===== src/rtl/wpu_pkg.sv =====
// Package: shared widths and the unlock command table.
// Assumes a 13-bit address and 8-bit data bus, as the command values require.
package wpu_pkg;
    localparam int ADDR_W    = 13;
    localparam int DATA_W    = 8;
    localparam int NUM_STEPS = 6;
    localparam int STEP_W    = $clog2(NUM_STEPS);

    typedef logic [STEP_W-1:0] step_t;

    localparam logic [ADDR_W-1:0] ADDR_HI = 13'h1555;
    localparam logic [ADDR_W-1:0] ADDR_LO = 13'h0AAA;

    // Address expected at command step idx.
    function automatic logic [ADDR_W-1:0] step_addr(input step_t idx);
        case (idx)
            3'd1, 3'd4: step_addr = ADDR_LO;
            default:    step_addr = ADDR_HI;
        endcase
    endfunction

    // Data expected at command step idx.
    function automatic logic [DATA_W-1:0] step_data(input step_t idx);
        case (idx)
            3'd0, 3'd3: step_data = 8'hAA;
            3'd1, 3'd4: step_data = 8'h55;
            3'd2:       step_data = 8'h80;
            default:    step_data = 8'h20;
        endcase
    endfunction
endpackage


===== src/rtl/wpu_step_matcher.sv =====
// Module: tracks progress through the six-write unlock command.
// Assumes wr_pulse is at most one cycle per write; hold freezes the matcher.
module wpu_step_matcher
    import wpu_pkg::*;
(
    input  logic              clk,
    input  logic              rst_n,
    input  logic              wr_pulse,
    input  logic [ADDR_W-1:0] wr_addr,
    input  logic [DATA_W-1:0] wr_data,
    input  logic              hold,
    output step_t             step_q,
    output logic              seq_done,
    output logic              cmd_write
);
    localparam step_t LAST = step_t'(NUM_STEPS - 1);

    logic hit_expected;
    logic hit_first;
    logic active_wr;

    // Classify the current write against the expected step and the opening step.
    always_comb begin
        active_wr    = wr_pulse && !hold;
        hit_expected = (wr_addr == step_addr(step_q)) && (wr_data == step_data(step_q));
        hit_first    = (wr_addr == step_addr('0)) && (wr_data == step_data('0));
        seq_done     = active_wr && hit_expected && (step_q == LAST);
        cmd_write    = active_wr && (hit_expected || hit_first);
    end

    // Advance on a match, restart or return to idle on a mismatch.
    always_ff @(posedge clk) begin
        if (!rst_n) begin
            step_q <= '0;
        end else if (active_wr) begin
            if (hit_expected)
                step_q <= (step_q == LAST) ? '0 : step_q + step_t'(1);
            else
                step_q <= hit_first ? step_t'(1) : '0;
        end
    end
endmodule


===== src/rtl/wpu_cycle_timer.sv =====
// Module: counts the programming interval that follows a completed command.
// Assumes start is never raised while the timer is running.
module wpu_cycle_timer #(
    parameter int TWC_CYCLES = 16
) (
    input  logic clk,
    input  logic rst_n,
    input  logic start,
    output logic busy,
    output logic last_cycle
);
    localparam int CNT_W = $clog2(TWC_CYCLES + 1);

    logic [CNT_W-1:0] cnt_q;

    // Load on start, then count down to zero.
    always_ff @(posedge clk) begin
        if (!rst_n)
            cnt_q <= '0;
        else if (start)
            cnt_q <= CNT_W'(TWC_CYCLES);
        else if (cnt_q != '0)
            cnt_q <= cnt_q - CNT_W'(1);
    end

    // Decode the busy window and its final cycle.
    always_comb begin
        busy       = (cnt_q != '0);
        last_cycle = (cnt_q == CNT_W'(1));
    end
endmodule


===== src/rtl/wpu_prot_flag.sv =====
// Module: holds the software write-protection flag.
// Assumes clr is a single-cycle pulse at the end of the programming interval.
module wpu_prot_flag #(
    parameter bit PROT_AT_RESET = 1'b1
) (
    input  logic clk,
    input  logic rst_n,
    input  logic set,
    input  logic clr,
    output logic prot_q
);
    // Set wins over clear; reset loads the retained value.
    always_ff @(posedge clk) begin
        if (!rst_n)
            prot_q <= PROT_AT_RESET;
        else if (set)
            prot_q <= 1'b1;
        else if (clr)
            prot_q <= 1'b0;
    end
endmodule


===== src/rtl/wpu_unlock_top.sv =====
// Module: write-protect disable detector top level.
// Connects the matcher, the interval timer and the protection flag, and qualifies writes.
// Assumes the write strobe, address and data are synchronous to clk.
module wpu_unlock_top
    import wpu_pkg::*;
#(
    parameter int TWC_CYCLES    = 16,
    parameter bit PROT_AT_RESET = 1'b1
) (
    input  logic              clk,
    input  logic              rst_n,
    input  logic              wr_pulse,
    input  logic [ADDR_W-1:0] wr_addr,
    input  logic [DATA_W-1:0] wr_data,
    input  logic              protect_set,
    output logic              prot_en,
    output logic              busy,
    output logic              write_allowed
);
    step_t step_q;
    logic  seq_done;
    logic  cmd_write;
    logic  last_cycle;

    wpu_step_matcher u_match (
        .clk       (clk),
        .rst_n     (rst_n),
        .wr_pulse  (wr_pulse),
        .wr_addr   (wr_addr),
        .wr_data   (wr_data),
        .hold      (busy),
        .step_q    (step_q),
        .seq_done  (seq_done),
        .cmd_write (cmd_write)
    );

    wpu_cycle_timer #(.TWC_CYCLES(TWC_CYCLES)) u_timer (
        .clk        (clk),
        .rst_n      (rst_n),
        .start      (seq_done),
        .busy       (busy),
        .last_cycle (last_cycle)
    );

    wpu_prot_flag #(.PROT_AT_RESET(PROT_AT_RESET)) u_prot (
        .clk    (clk),
        .rst_n  (rst_n),
        .set    (protect_set),
        .clr    (last_cycle),
        .prot_q (prot_en)
    );

    // Pass only ordinary writes made while unprotected and idle.
    always_comb begin
        write_allowed = wr_pulse && !prot_en && !busy && !cmd_write;
    end
endmodule


===== config.mk =====
export PLATFORM = sky130hd
export DESIGN_NAME = wpu_unlock_top
export DESIGN_NICKNAME = d
export VERILOG_FILES = /design/src/rtl/wpu_pkg.sv /design/src/rtl/wpu_step_matcher.sv /design/src/rtl/wpu_cycle_timer.sv /design/src/rtl/wpu_prot_flag.sv /design/src/rtl/wpu_unlock_top.sv
export SDC_FILE = /design/constraint.sdc
export NUM_CORES = 1
export LEC_CHECK = 0
export BUFFER_PORTS_ARGS = -buffer_cell sky130_fd_sc_hd__buf_4
export CORE_MARGIN = 2
export CORE_UTILIZATION = 45
export CTS_CLUSTER_SIZE = 20
export DETAILED_ROUTE_END_ITERATION = 8
export PLACE_DENSITY = 0.78
export SETUP_SLACK_MARGIN = 0.02
export SYNTH_ARGS = -nofsm -noshare
export SYNTH_HDL_FRONTEND = slang
export SYNTH_SLANG_ARGS = --single-unit

===== constraint.sdc =====
create_clock -name clk -period 2.05 [get_ports clk]
set_clock_uncertainty 0.05 [all_clocks]
set_input_delay 0 -clock clk [delete_from_list [all_inputs] [get_ports clk]]
set_output_delay 0 -clock clk [all_outputs]
set_load 0.05 [all_outputs]

==> results by group <==
Cells and area
  • Post-route cell area: 0.001157 mm²
  • Antenna diodes: 0
  • Fin nets: 157
  • Layout cells sized above 1: 0.3984
  • Filler Cells Inserted: 144
  • Area delta synth->final: 43.63%

Routing
  • Number of remaining DRC errors: 0
  • Via count: 846
  • Routed wire length: 2.143 mm
  • Initial DRC count: 15
  • Vias per inst: 5.529
  • Routed Antenna Nets: 0
  • Drt first pass iters: 4
  • Routed len/inst: 14.01 µm

STA
  • Tightest Pin Transition: 0.2863 ns
  • Slew Viols, Final: 0
  • Relative slew margins: 0.8066
  • Total Neg Setup Slack: 0 ns
  • RSZ-0062 raised after global routing: yes
  • Tmin final: 2.005 ns
  • Final worst path period share: 0.9779
  • Fmax: 498.8 MHz
  • # setup viols final: 0
  • Worst setup margin: 0.04528 ns
  • Final count of hold timing violations: 0

Place
  • Place WS: 0.09616 ns
  • Post-DP HPWL: 1.684 mm
  • Number of port buffers: 27
  • Placer Congestion: 0.8665
  • Placed standard-cell area: 0.001074 mm²

Worst setup path
  • Worst Path Arrival: 1.95 ns
  • CP startpoint kind: flip-flop
  • Critical-path top delay cell: dfxtp_4
  • Reg2Reg Setup Slack: 0.18 ns
  • Crit. End Element: primary output
  • Critical Path Max Stage Delay: 0.37 ns
  • Worst path required time: 2.00 ns
  • Crit Path Class: reg -> out
  • Crit path max-delay family: simple AND/OR/NAND/NOR gates
  • WP buf/inv: 2
  • Crit-path max FO: 9
  • Sequence of cells on the critical path: and2_1, ha_2, inv_1, o211ai_1, xnor2_2, and3_4, nor4b_4, buf_6

CTS
  • Worst-Skew Late Latency: 0.26 ns
  • Worst-path clk slew: 0.06 ns
  • Num CTS Buffers: 3
  • H-tree depth: 1
  • TritonCTS Sinks: 9
  • TritonCTS clock tree: done
  • CTS Buffer Depth: 2
  • Root Driver: clkbuf_4

Power
  • PD cells: 683.2 mW/mm²
  • Peak VDD IR: 881.9 µV
  • LEAKAGE: 0.4720 nW
  • Total power: 0.0007907 W

Die
  • Die W: 46.32 µm
  • Num rows: 15
  • Core box area: 0.001708 mm²
  • Die height: 46.32 µm
  • # IOs: 28
  • Initial Utilization: 0.4718
  • Full die area: 0.002145 mm²

Global routing
  • Vias in the first global route: 856
  • First-pass GRT wire length: 3.636 mm
  • Initial antenna violation count: 0
  • Overflow after GRT: 0
  • Overall routing resource usage: 0.2440
  • Largest net degree at the start of global routing: 14

Yosys
  • Synth Net Count: 121
  • Flops & latches, synth: 9
  • Synth Instances: 93
  • Yosys cell types: 37
  • Synthesized area per cell: 8.664 µm²
  • Mapped cell area: 805.8 µm²
  • YS warnings: 0
  • Post-synthesis sequential area ratio: 0.2236

Hold path
  • Worst min-delay path category: in -> reg

Flow run
  • Max-capacitance violation count: 0

Run status
  • Status: completed
==> sequential cells by signal (all words and copies together), names as in the netlist <==
register,cells
u_timer.cnt_q,5
u_match.step_q,3
u_prot.prot_q,1
==> placed cells by master, fill, tap and decap left out, types with 4 or more instances in the layout <==
cell / n
nand2_1: 4
dfxtp_1: 6
nor2_1: 6
buf_4: 32
nand3b_1: 4
nand3_1: 6
nand4_1: 4
inv_1: 5
and3_1: 4
nor4bb_1: 5
o21ai_0: 4
==> cell usage after synthesis (all sizes together) <==
cell | count | area (µm²)
a21boi | 2 | 15.01
and2 | 2 | 12.51
and3 | 5 | 31.28
buf | 3 | 21.27
clkbuf | 1 | 3.750
dfxtp | 9 | 180.2
ha | 3 | 37.54
inv | 6 | 22.52
mux2 | 1 | 11.26
mux2i | 1 | 10.01
nand2 | 5 | 18.77
nand2b | 3 | 18.77
nand3 | 6 | 30.03
nand3b | 4 | 30.03
nand4 | 5 | 37.53
nand4bb | 1 | 11.26
nor2 | 6 | 22.52
nor3 | 3 | 15.01
nor3b | 1 | 7.510
nor4b | 2 | 32.53
nor4bb | 5 | 50.05
o2111ai | 1 | 8.760
o211ai | 2 | 15.01
o21ai | 4 | 20.02
o311ai | 1 | 8.760
o31a | 1 | 8.760
o32ai | 1 | 27.53
o41ai | 2 | 36.29
or3 | 1 | 6.260
or4 | 1 | 11.26
xnor2 | 3 | 26.28
xor2 | 2 | 17.52
==> per-layer routing <==
metal,up-vias,wire (µm),global-route usage
li1,424,-,-
met1,400,802,0.2424
met2,14,1215,0.4472
met3,8,58,0.06275
met4,0,67,0.1429
met5,-,0,0
==> power by group <==
part / switching [W] / internal [W]
clock network: 0.0000642 / 0.0000752
registers: 0.0000388 / 0.000202
logic: 0.000214 / 0.000197
total: 0.000317 / 0.000473
==> path summary, 6_finish.rpt <==
path | startpoint | to | cells past startpoint
setup / recovery | u_match.step_q[0] | write_allowed | 8
hold / removal | rst_n | u_timer.cnt_q[2] | 2
setup reg to reg | u_match.step_q[2] | u_timer.cnt_q[0] | 6
hold reg to reg | u_match.step_q[2] | u_match.step_q[2] | 2
==> cell families (layout without fill, tap and decap cells) <==
group           after synthesis  in the layout  share of synthesized area
compound gates               14             14                     0.1739
xor+xnor                      5              5                    0.05436
fa+ha+maj                     3              3                    0.04659
buf+inv                      10             45                    0.05900
flops                         9              9                     0.2236
mux                           2              2                    0.02640
simple gates                 50             50                     0.4161
==> layout make-up <==
type                            count  area (µm²)  share of cell area
Tap cell                           25       31.28             0.02703
Sequential cell                     9       188.9              0.1632
Timing Repair Buffer               35       271.5              0.2346
Multi-Input combinational cell     74       616.8              0.5330
Clock buffer                        4       26.28             0.02270
Inverter                            6       22.52             0.01946
==> timing repair <==
action,in CTS,in global routing
endpoints found under the hold margin,1,0
pin swaps,4,0
gates resized for setup,3,4
endpoints found under the setup margin,1,1
buffers inserted,3,0
hold buffers,2,0
==> metrics by stage <==
stage          utilization  cells  hold slack (ns)
5_1_grt             0.6777    153          0.01897
4_1_cts             0.6725    153         0.004625
6_report            0.6777    153         0.006730
3_3_place_gp        0.6286    144           0.1476
3_5_place_dp        0.6286    144           0.1516
2_1_floorplan            -     93          0.05593
Note: power is estimated with default switching activity, not from simulation.
